$ cat src/rtl/xd_pkg.sv
package xd_pkg;
  typedef enum logic {
    XD_LONG  = 1'b0,
    XD_SHORT = 1'b1
  } xd_mode_e;

  localparam int unsigned XD_BYTE_W = 8;
  localparam int unsigned XD_PTR_W  = 16;
endpackage

$ cat src/rtl/xd_page_regs.sv
module xd_page_regs #(
  parameter int unsigned BANK_W    = 2,
  parameter logic [7:0]  PAGE_ADDR = 8'h92,
  parameter logic [7:0]  BANK_ADDR = 8'h93
) (
  input  logic              clk_i,
  input  logic              rst_ni,
  input  logic              sfr_we_i,
  input  logic [7:0]        sfr_addr_i,
  input  logic [7:0]        sfr_wdata_i,
  output logic [7:0]        page_o,
  output logic [BANK_W-1:0] bank_o
);
  logic [7:0]        page_q;
  logic [BANK_W-1:0] bank_q;
  logic              page_hit, bank_hit;

  assign page_hit = sfr_we_i && (sfr_addr_i == PAGE_ADDR);
  assign bank_hit = sfr_we_i && (sfr_addr_i == BANK_ADDR);

  always_ff @(posedge clk_i or negedge rst_ni) begin
    if (!rst_ni) begin
      page_q <= '0;
      bank_q <= '0;
    end else begin
      if (page_hit) page_q <= sfr_wdata_i;
      if (bank_hit) bank_q <= sfr_wdata_i[BANK_W-1:0];
    end
  end

  assign page_o = page_q;
  assign bank_o = bank_q;

  a_r5_page_load: assert property (@(posedge clk_i) disable iff (!rst_ni)
    (sfr_we_i && sfr_addr_i == PAGE_ADDR) |=> page_o == $past(sfr_wdata_i));
  a_r7_page_ignore: assert property (@(posedge clk_i) disable iff (!rst_ni)
    (!sfr_we_i || sfr_addr_i != PAGE_ADDR) |=> $stable(page_o));
  a_r7_bank_ignore: assert property (@(posedge clk_i) disable iff (!rst_ni)
    (!sfr_we_i || sfr_addr_i != BANK_ADDR) |=> $stable(bank_o));
endmodule

$ cat src/rtl/xd_addr_mux.sv
module xd_addr_mux
  import xd_pkg::*;
#(
  parameter int unsigned BANK_W  = 2,
  parameter int unsigned NUM_GPR = 8,
  parameter bit          ANY_REG = 1'b0,
  localparam int unsigned SEL_W  = $clog2(NUM_GPR),
  localparam int unsigned ADDR_W = XD_PTR_W + BANK_W
) (
  input  logic                   mode_i,
  input  logic [XD_PTR_W-1:0]    dptr_i,
  input  logic [NUM_GPR*8-1:0]   gpr_i,
  input  logic [SEL_W-1:0]       sel_i,
  input  logic [7:0]             page_i,
  input  logic [BANK_W-1:0]      bank_i,
  output logic [ADDR_W-1:0]      addr_o
);
  logic [SEL_W-1:0] idx;
  logic [7:0]       lo_byte;

  generate
    if (ANY_REG) begin : g_any
      assign idx = sel_i;
    end else begin : g_pair
      assign idx = {{(SEL_W-1){1'b0}}, sel_i[0]};
    end
  endgenerate

  assign lo_byte = gpr_i[idx*8 +: 8];

  always_comb begin
    if (xd_mode_e'(mode_i) == XD_SHORT) addr_o = {bank_i, page_i, lo_byte};
    else                                addr_o = {bank_i, dptr_i};
  end
endmodule

$ cat src/rtl/xd_bus_ctrl.sv
module xd_bus_ctrl #(
  parameter int unsigned ADDR_W = 18
) (
  input  logic              clk_i,
  input  logic              rst_ni,
  input  logic              start_i,
  input  logic              write_i,
  input  logic [ADDR_W-1:0] addr_i,
  input  logic [7:0]        wdata_i,
  output logic              mem_req_o,
  output logic              mem_we_o,
  output logic [ADDR_W-1:0] mem_addr_o,
  output logic [7:0]        mem_wdata_o,
  input  logic [7:0]        mem_rdata_i,
  input  logic              mem_ready_i,
  output logic [7:0]        acc_data_o,
  output logic              acc_we_o,
  output logic              busy_o
);
  logic              req_q, we_q, acc_we_q;
  logic [ADDR_W-1:0] addr_q;
  logic [7:0]        wdata_q, rdata_q;
  logic              launch, finish;

  assign launch = start_i && !req_q;
  assign finish = req_q && mem_ready_i;

  always_ff @(posedge clk_i or negedge rst_ni) begin
    if (!rst_ni) begin
      req_q    <= 1'b0;
      we_q     <= 1'b0;
      addr_q   <= '0;
      wdata_q  <= '0;
      rdata_q  <= '0;
      acc_we_q <= 1'b0;
    end else begin
      acc_we_q <= finish && !we_q;
      if (launch) begin
        req_q   <= 1'b1;
        we_q    <= write_i;
        addr_q  <= addr_i;
        wdata_q <= wdata_i;
      end else if (finish) begin
        req_q <= 1'b0;
        if (!we_q) rdata_q <= mem_rdata_i;
      end
    end
  end

  assign mem_req_o   = req_q;
  assign mem_we_o    = we_q;
  assign mem_addr_o  = addr_q;
  assign mem_wdata_o = wdata_q;
  assign acc_data_o  = rdata_q;
  assign acc_we_o    = acc_we_q;
  assign busy_o      = req_q;

  a_r8_hold: assert property (@(posedge clk_i) disable iff (!rst_ni)
    (mem_req_o && !mem_ready_i) |=> mem_req_o && $stable(mem_addr_o)
      && $stable(mem_we_o) && $stable(mem_wdata_o));
  a_r9_single: assert property (@(posedge clk_i) disable iff (!rst_ni)
    (mem_req_o && mem_ready_i) |=> !mem_req_o);
  a_r10_read_strobe: assert property (@(posedge clk_i) disable iff (!rst_ni)
    (mem_req_o && mem_ready_i && !mem_we_o) |=> acc_we_o && acc_data_o == $past(mem_rdata_i));
  a_r10_write_quiet: assert property (@(posedge clk_i) disable iff (!rst_ni)
    (mem_req_o && mem_ready_i && mem_we_o) |=> !acc_we_o);
  a_r10_one_pulse: assert property (@(posedge clk_i) disable iff (!rst_ni)
    acc_we_o |=> !acc_we_o);
endmodule

$ cat src/rtl/xd_addr_gen.sv
module xd_addr_gen
  import xd_pkg::*;
#(
  parameter int unsigned BANK_W    = 2,
  parameter int unsigned NUM_GPR   = 8,
  parameter bit          ANY_REG   = 1'b0,
  parameter logic [7:0]  PAGE_ADDR = 8'h92,
  parameter logic [7:0]  BANK_ADDR = 8'h93,
  localparam int unsigned SEL_W    = $clog2(NUM_GPR),
  localparam int unsigned ADDR_W   = XD_PTR_W + BANK_W
) (
  input  logic                 clk_i,
  input  logic                 rst_ni,
  input  logic                 acc_start_i,
  input  logic                 acc_write_i,
  input  logic                 acc_mode_i,
  input  logic [SEL_W-1:0]     gpr_sel_i,
  input  logic [NUM_GPR*8-1:0] gpr_i,
  input  logic [XD_PTR_W-1:0]  dptr_i,
  input  logic [7:0]           acc_i,
  input  logic                 sfr_we_i,
  input  logic [7:0]           sfr_addr_i,
  input  logic [7:0]           sfr_wdata_i,
  output logic                 mem_req_o,
  output logic                 mem_we_o,
  output logic [ADDR_W-1:0]    mem_addr_o,
  output logic [7:0]           mem_wdata_o,
  input  logic [7:0]           mem_rdata_i,
  input  logic                 mem_ready_i,
  output logic [7:0]           acc_data_o,
  output logic                 acc_we_o,
  output logic                 busy_o
);
  logic [7:0]        page;
  logic [BANK_W-1:0] bank;
  logic [ADDR_W-1:0] next_addr;

  xd_page_regs #(
    .BANK_W(BANK_W), .PAGE_ADDR(PAGE_ADDR), .BANK_ADDR(BANK_ADDR)
  ) i_regs (
    .clk_i, .rst_ni, .sfr_we_i, .sfr_addr_i, .sfr_wdata_i,
    .page_o(page), .bank_o(bank)
  );

  xd_addr_mux #(
    .BANK_W(BANK_W), .NUM_GPR(NUM_GPR), .ANY_REG(ANY_REG)
  ) i_mux (
    .mode_i(acc_mode_i), .dptr_i, .gpr_i, .sel_i(gpr_sel_i),
    .page_i(page), .bank_i(bank), .addr_o(next_addr)
  );

  xd_bus_ctrl #(.ADDR_W(ADDR_W)) i_ctrl (
    .clk_i, .rst_ni,
    .start_i(acc_start_i), .write_i(acc_write_i),
    .addr_i(next_addr), .wdata_i(acc_i),
    .mem_req_o, .mem_we_o, .mem_addr_o, .mem_wdata_o,
    .mem_rdata_i, .mem_ready_i,
    .acc_data_o, .acc_we_o, .busy_o
  );

  a_r2_long_addr: assert property (@(posedge clk_i) disable iff (!rst_ni)
    (acc_start_i && !busy_o && acc_mode_i == XD_LONG)
      |=> mem_addr_o[XD_PTR_W-1:0] == $past(dptr_i));
  a_r6_bank_top: assert property (@(posedge clk_i) disable iff (!rst_ni)
    (acc_start_i && !busy_o) |=> mem_addr_o[ADDR_W-1:XD_PTR_W] == $past(bank));
endmodule

$ cat config.mk
export PLATFORM = sky130hd
export DESIGN_NAME = xd_addr_gen
export DESIGN_NICKNAME = d
export VERILOG_FILES = /design/src/rtl/xd_pkg.sv /design/src/rtl/xd_page_regs.sv /design/src/rtl/xd_addr_mux.sv /design/src/rtl/xd_bus_ctrl.sv /design/src/rtl/xd_addr_gen.sv
export SDC_FILE = /design/constraint.sdc
export NUM_CORES = 1
export LEC_CHECK = 0
export CAP_MARGIN = 20
export CELL_PAD_IN_SITES_DETAIL_PLACEMENT = 0
export CELL_PAD_IN_SITES_GLOBAL_PLACEMENT = 2
export CORE_MARGIN = 5
export CORE_UTILIZATION = 20
export CTS_CLUSTER_DIAMETER = 100
export DETAILED_ROUTE_END_ITERATION = 10
export GPL_TIMING_DRIVEN = 0
export PLACE_DENSITY_LB_ADDON = 0.1
export SLEW_MARGIN = 30
export SYNTH_ARGS = -nofsm -noshare
export SYNTH_HDL_FRONTEND = slang
export SYNTH_SLANG_ARGS = --single-unit
$ cat constraint.sdc
create_clock -name clk_i -period 2.1 [get_ports clk_i]
set_input_delay 0.315 -clock clk_i [delete_from_list [all_inputs] [get_ports clk_i]]
set_output_delay 0.315 -clock clk_i [all_outputs]
set_load 0.005 [all_outputs]
# After elaboration in Yosys (flattened, before gate mapping)

Cells that the tools add are included.

Register bits: 47
Output and inout port bits: 38
Word-level logic and storage cells: 25

Equal/unequal tests: 2
Shifts and indexed selects: 1
Multiplexer cells: 3
Bitwise operators: 2
Reduce and logical (&&, ||, !) cells: 9

Operators with widths:

| kind                                                  | count |
|---|---|
| 64-bit by 5-bit indexed part select with 8-bit output | 1 |
| 8-bit equality test, second input constant            | 2 |
| 16-bit two-way mux                                    | 1 |
| 1-bit logical AND                                     | 5 |
| 3-bit AND reduction                                   | 1 |
| 1-bit logical NOT                                     | 2 |
| 1-bit two-way mux                                     | 2 |
| 1-bit inverter                                        | 2 |
| 2-bit nonzero test                                    | 1 |

# Logic depth before layout (Yosys ltp)

Gate-level depths: netlist (run 1).

Depth after elaboration: 4
Depth in mapped cells: 5
Gate-level depth less buffers: 3

# Modules after synthesis

A second synthesis (run 1) with hierarchy kept.

Cell total of the unflattened synthesis: 144
Area, all modules: 2250.9 um2

Modules (own cells, without submodules):

| module       | instances | cells an instance | area each (um2) | sequential area each (um2) |
|---|---|---|---|---|
| xd_bus_ctrl  | 1         | 81                | 1482.7          | 925.9 |
| xd_page_regs | 1         | 25                | 456.7           | 250.2 |
| xd_addr_mux  | 1         | 38                | 311.5           | 0.0 |

# Least setup slack after synthesis (run 1)

No wires, ideal clock.

Path type: input -> register
Start point: input sfr_addr_i[3]
End point: register i_regs.bank_q[0] (netlist: i_regs.bank_o[0])
Library setup time: 125 ps
Arrival time: 1500 ps
Data required time: 1975 ps
Path slack: 475 ps
Cell stages on the path: 3
Path through: or4b_4 -> or3_4 -> mux2_4

Longest elaborated chain between the ends: 2

RTL lines:

| item                 | line               | RTL |
|---|---|---|
| from (decl)          | xd_addr_gen.sv:22  | `input logic [7:0] sfr_addr_i,` |
| 8-bit equality test  | xd_page_regs.sv:19 | `assign bank_hit = sfr_we_i && (sfr_addr_i == BANK_ADDR);` |
| 1-bit logical AND    | xd_page_regs.sv:19 |  |
| to (signal assigned) | xd_page_regs.sv:27 | `if (bank_hit) bank_q <= sfr_wdata_i[BANK_W-1:0];` |
| to (decl)            | xd_page_regs.sv:15 | `logic [BANK_W-1:0] bank_q;` |

Every way passes these cells.
A chain may end at the register's enable or synchronous reset.

# Worst setup path in the final report (run 1)

Start point: input sfr_addr_i[3]
End point: register i_regs.page_q[0] (netlist: i_regs.page_o[0])

Longest elaborated chain between the ends: 2

RTL lines:

| item                 | line               | RTL |
|---|---|---|
| 8-bit equality test  | xd_page_regs.sv:18 | `assign page_hit = sfr_we_i && (sfr_addr_i == PAGE_ADDR);` |
| 1-bit logical AND    | xd_page_regs.sv:18 |  |
| to (signal assigned) | xd_page_regs.sv:26 | `if (page_hit) page_q <= sfr_wdata_i;` |
| to (decl)            | xd_page_regs.sv:14 | `logic [7:0] page_q;` |

Every way passes these cells.

==> results.md, run 1 <==
- Share of layout cells above drive strength 1: 16.4%
- Routed Antenna Nets: 0
- Crit path max fanout: 8
- Via count: 1,574
- Final std cells w/o fill: 402
- Ranking of synthesized cells by area: dfrtp_1 58%, mux2_2 15%, mux2i_1 8.0%, a211oi_1 3.0%, a21o_1 3.0%
- Leakage power: 0.00147 µW
- CTS Buffer Depth: 2
- Vias in the first global route: 1,657
- RR Startpoint: i_ctrl.busy_o
- CTS buffer count: 5
- R2R cell count: 5
- Filler Cells Inserted: 1,000
- Clk slew on worst S/H paths: 0.09 ns
- Initial antenna violation count: 0
- Worst path required time: 2.29 ns
- Ant diodes: 0
- Starting DRT DRC Count: 23
- Largest area contributor in the netlist: dfrtp_1
- Most common cell after layout, fill and taps aside: clkdlybuf4s50_1
- DP Wirelength: 4.50 mm
- Global-route wire length before repair: 8.97 mm
- Worst setup SP type: primary input
- HP Class: in2async
- Power Density: 782 mW/mm²
- Worst-Skew Late Latency: 0.31 ns
- TritonCTS clock tree: built
- Overall routed net length: 5.93 mm
- Pre-Repair DR Iteration Count: 3
- Critical Path Sink Type: flop
- Max cap viols: 0
- Gate count of the mapped netlist: 152
- Synthesized flop and latch total: 47
- FF/Latch Area: 0.00118 mm²
- Total power: 2640 µW
- Overflow after GRT: 0
- Mapped Avg Cell Area: 13.2 µm²
- Root cell of the clock tree: clkbuf_8
- Post-synth top area share: 58.4%
- Vias per inst: 3.92
- Die Area: 0.0122 mm²
- Outcome: finished clean
- Setup TNS: 0 ns
- Largest net degree at the start of global routing: 46
- H-tree depth: 2
- Starting density of the core: 20.6%
- Total GRT Usage: 9.65%
- Critical Path AT: 2.05 ns
- Post-CTS Resized: 0
- Endpoints failing setup: 0
- Area of the multi-input gates: 787 µm²
- Synth warn: 0
- Die X: 110 µm
- Most frequent cells in the layout: 106 x clkdlybuf4s50_1, 47 x dfrtp_1, 27 x mux2_2
- Per-cell routed wire length: 14.8 µm
- F_max: 536 MHz
- Worst setup path class: in2reg
- Period utilisation layout: 88.9%
- RePlAce Congestion: 0.650
- Die H: 110 µm
- Worst setup startpoint: sfr_addr_i[3]
- Syn nets: 274
- Mapped cell area: 0.00201 mm²
- Endpoints failing hold: 0
- Final #Nets: 390
- Sink Count: 47
- Setup Fix Bufs, Post-CTS: 0
- DR DRC count: 0
- Fin crit period: 1.87 ns
- Std cell rows: 36
- RSZ-0062 raised after global routing: no
- Core area: 0.00977 mm²
- Distinct cells, synth: 20
- Max-slew violation count: 0
- Worst vdd ir: 0.271 mV
- Placed insts: 393
- Worst Tran Pin Value: 0.719 ns
- Hold Slack: 0.346 ns
- Area added between synthesis and finish: 67.8%
- Skew final: 0.0141 ns
- I/O Buffers: 107
- # IOs: 160
- Register area share after synthesis: 58.4%
- Slew HR: 52.1%
## power by group
group / leakage (µW) / internal [µW] / switching, µW
Combinational: 0.000836 / 603 / 264
Sequential: 0.000591 / 1100 / 99.2
Clock: 0.0000408 / 239 / 334
Total: 0.00147 / 1940 / 697
## stage by stage
step	setup WS, ns	instance area, µm²	util, %
2_1_floorplan	0.475	2010	-
3_3_place_gp	-0.861	3250	33.3
3_5_place_dp	-0.114	3280	33.5
4_1_cts	0.208	3380	34.6
5_1_grt	0.163	3380	34.6
6_report	0.233	3380	34.6
## path summary, 6_finish.rpt
| check | endpoint | slack [ns] |
|---|---|---|
| min in group clk_i | i_ctrl.mem_addr_o[5] | 0.48 |
| hold reg to reg | i_ctrl.mem_addr_o[5] | 0.48 |
| max in group asynchronous | i_ctrl.mem_addr_o[10] | 1.34 |
| hold / removal | i_ctrl.mem_addr_o[0] | 0.35 |
| setup / recovery | i_regs.page_o[0] | 0.23 |
| setup reg to reg | i_ctrl.mem_addr_o[4] | 0.38 |
## synth_stat cells, drive strengths merged
cell type,n
nand3b,1
a21oi,1
nand4b,1
buf,2
mux2,29
mux2i,16
nand2b,1
inv,2
nor2,9
a211oi,8
or3,1
dfrtp,47
or4b,1
nor3,1
a21o,8
nand2,8
clkbuf,8
o21ai,8
## logic make-up after synthesis
family | synth area share [%]
flip-flops | 58.4
multiplexers | 24.5
AO/OA/AOI/OAI | 8.20
AND/OR/NAND/NOR | 6.34
buffers and inverters | 2.49
## state kept, by name, indices dropped and copies added (netlist names)
signal              flops
i_ctrl.acc_data_o       8
i_ctrl.acc_we_o         1
i_ctrl.busy_o           1
i_ctrl.mem_addr_o      18
i_ctrl.mem_wdata_o      8
i_ctrl.mem_we_o         1
i_regs.bank_o           2
i_regs.page_o           8
## metal layers
metal / up-vias / routed length [µm] / GRT usage (%)
li1: 769 / - / -
met4: 0 / 29 / 2.37
met1: 744 / 2610 / 12.8
met3: 2 / 482 / 3.03
met5: - / 0 / 0
met2: 59 / 2810 / 15.4
## what timing repair did
| item | 4_1_cts | 5_1_grt |
|---|---|---|
| hold endpoints to repair | 2 | 0 |
| setup endpoints to repair | 0 | 0 |
| hold buffers | 1 | 0 |
## worst max-delay path: stages
cell and delay, ns:
clkdlybuf4s50_1 0.40, or4b_4 0.56, nor3_4 0.39, mux2_2 0.39
## layout make-up
class                      instances  share of cell area [%]
buffer                            10                    1.26
timing repair buffer             109                    32.7
clock inverter                     3                   0.704
clock buffer                       5                    2.04
tap                              133                    4.93
inverter                           2                   0.222
sequential                        47                    34.8
multi-input combinational         93                    23.3
Note: power is estimated with default switching activity, not from simulation.
==> run 2: changes to the inputs <==
--- a/config.mk
+++ b/config.mk
@@ -8,11 +8,10 @@
 export CAP_MARGIN = 20
 export CELL_PAD_IN_SITES_DETAIL_PLACEMENT = 0
 export CELL_PAD_IN_SITES_GLOBAL_PLACEMENT = 2
-export CORE_MARGIN = 5
+export CORE_MARGIN = 1.5
 export CORE_UTILIZATION = 20
 export CTS_CLUSTER_DIAMETER = 100
 export DETAILED_ROUTE_END_ITERATION = 10
-export GPL_TIMING_DRIVEN = 0
 export PLACE_DENSITY_LB_ADDON = 0.1
 export SLEW_MARGIN = 30
 export SYNTH_ARGS = -nofsm -noshare
==> run 2 against run 1 <==
- largest cell class is now buffers
- sequential cell count unchanged
- non-clock buffer count fell by 3
- die area shrank 12%
==> results.md, run 2 (same netlist as run 1, synthesis figures left out) <==
- Final core utilization: 35.3%
- Met1 Use GR: 13.5%
- Worst setup path class: in2reg
- Leakage power: 0.00151 µW
- CTS buffer count: 5
- Fin crit period: 1.73 ns
- GR Util met2: 15.4%
- Vias per inst: 3.92
- Worst Tran Pin Value: 0.486 ns
- Grt met3 use: 2.96%
- Pre-Repair DR Iteration Count: 4
- Overall routed net length: 5.30 mm
- R2R cell count: 2
- Std cell rows: 36
- Skew final: 0.00759 ns
- Max cap viols: 0
- Total GRT Usage: 9.99%
- Global-route wire length before repair: 7.97 mm
- Worst vdd ir: 0.375 mV
- Initial antenna violation count: 0
- Ant diodes: 0
- Sink Count: 47
- Per-cell routed wire length: 13.3 µm
- Share of layout cells above drive strength 1: 18.0%
- Most frequent cells in the layout: 108 x clkdlybuf4s50_1, 47 x dfrtp_1, 27 x mux2_2
- H-tree depth: 2
- Worst path required time: 2.29 ns
- Final #Nets: 387
- Post-CTS Resized: 0
- Via count: 1,564
- DP Wirelength: 3.95 mm
- Largest net degree at the start of global routing: 29
- Worst-Skew Late Latency: 0.30 ns
- Crit path max fanout: 2
- Root cell of the clock tree: clkbuf_8
- Starting density of the core: 20.6%
- Core area: 0.00977 mm²
- Endpoints failing setup: 0
- I/O Buffers: 109
- Most used routing layer in global routing: met2
- Area added between synthesis and finish: 71.6%
- Slew HR: 67.6%
- Outcome: finished clean
- Overflow after GRT: 0
- F_max: 577 MHz
- Setup TNS: 0 ns
- Routed Antenna Nets: 0
- TritonCTS clock tree: built
- RePlAce Congestion: 0.619
- Critical Path AT: 1.93 ns
- RSZ-0062 raised after global routing: no
- Max-slew violation count: 0
- Most common cell after layout, fill and taps aside: clkdlybuf4s50_1
- Max FFs per register: 18
- Worst setup SP type: primary input
- CTS Buffer Depth: 2
- Critical Path Sink Type: flop
- Die Area: 0.0107 mm²
- WHS Path Cells: 1
- Endpoints failing hold: 0
- Power Density: 825 mW/mm²
- Period utilisation layout: 82.6%
- Clk slew on worst S/H paths: 0.10 ns
- DR DRC count: 0
- Starting DRT DRC Count: 19
- Vias in the first global route: 1,528
- Die H: 103 µm
- Die X: 103 µm
- # IOs: 160
- HP Class: reg2reg
run 2: changes by cell type in the layout (fill, tap and decap cells not counted):
| cell | delta |
|---|---|
| clkdlybuf4s50_1 | +2 |
| buf_12 | +3 |
| bufinv_16 | +2 |
| nand2b_1 | -1 |
| inv_6 | -1 |
| buf_4 | +1 |
| clkinvlp_4 | -1 |
| buf_16 | -1 |
| clkbuf_1 | -8 |
| nand2b_2 | +1 |
run 2: through the flow:
stage               hold WS [ns]  instance area, µm²  instances  setup slack [ns]  power [µW]
floorplan                 0.0194                2010        152             0.475        1480
global placement           0.321                3310        390            0.0312        2090
detailed placement         0.313                3310        390            0.0362        2100
CTS                        0.486                3450        399             0.376        2910
global route               0.499                3450        399             0.360        3030
finish                     0.485                3450        399             0.366        2850
run 2: worst paths after layout:
path	from	endpoint	slack, ns
hold reg to reg	i_ctrl.mem_addr_o[3]	i_ctrl.mem_addr_o[3]	0.48
hold / removal	i_ctrl.mem_addr_o[3]	i_ctrl.mem_addr_o[3]	0.48
max in group asynchronous	rst_ni	i_ctrl.mem_addr_o[12]	1.06
min in group asynchronous	rst_ni	i_ctrl.acc_data_o[2]	0.51
setup reg to reg	i_ctrl.mem_we_o	i_ctrl.acc_data_o[0]	0.79
setup / recovery	sfr_addr_i[3]	i_regs.bank_o[0]	0.37
run 2: power by group:
group | total (µW) | switching [µW] | internal [µW]
Combinational | 858 | 251 | 607
Clock | 792 | 318 | 475
Sequential | 1200 | 97.6 | 1100
run 2: final cells by class:
type / instances / area [µm²]
Tap cell: 133 / 166
Fill cell: 985 / 6320
Sequential cell: 47 / 1180
Inverter: 2 / 7.51
Clock buffer: 5 / 68.8
Clock inverter: 3 / 67.6
Multi-Input combinational cell: 93 / 790
Timing Repair Buffer: 116 / 1180
run 2: critical path, stage by stage:
cell	delay, ns
clkdlybuf4s50_1	0.39
or4b_4	0.55
or3_4	0.36
mux2_4	0.30
run 2: what timing repair did:
action,in CTS,in global routing
buffers inserted,0,0
hold endpoints to repair,19,0
hold buffers,1,0
run 2: per-layer routing:
layer	vias up	wire length (µm)
met5	-	0
met4	0	48
met3	5	363
met2	54	2420
met1	742	2460
li1	763	-
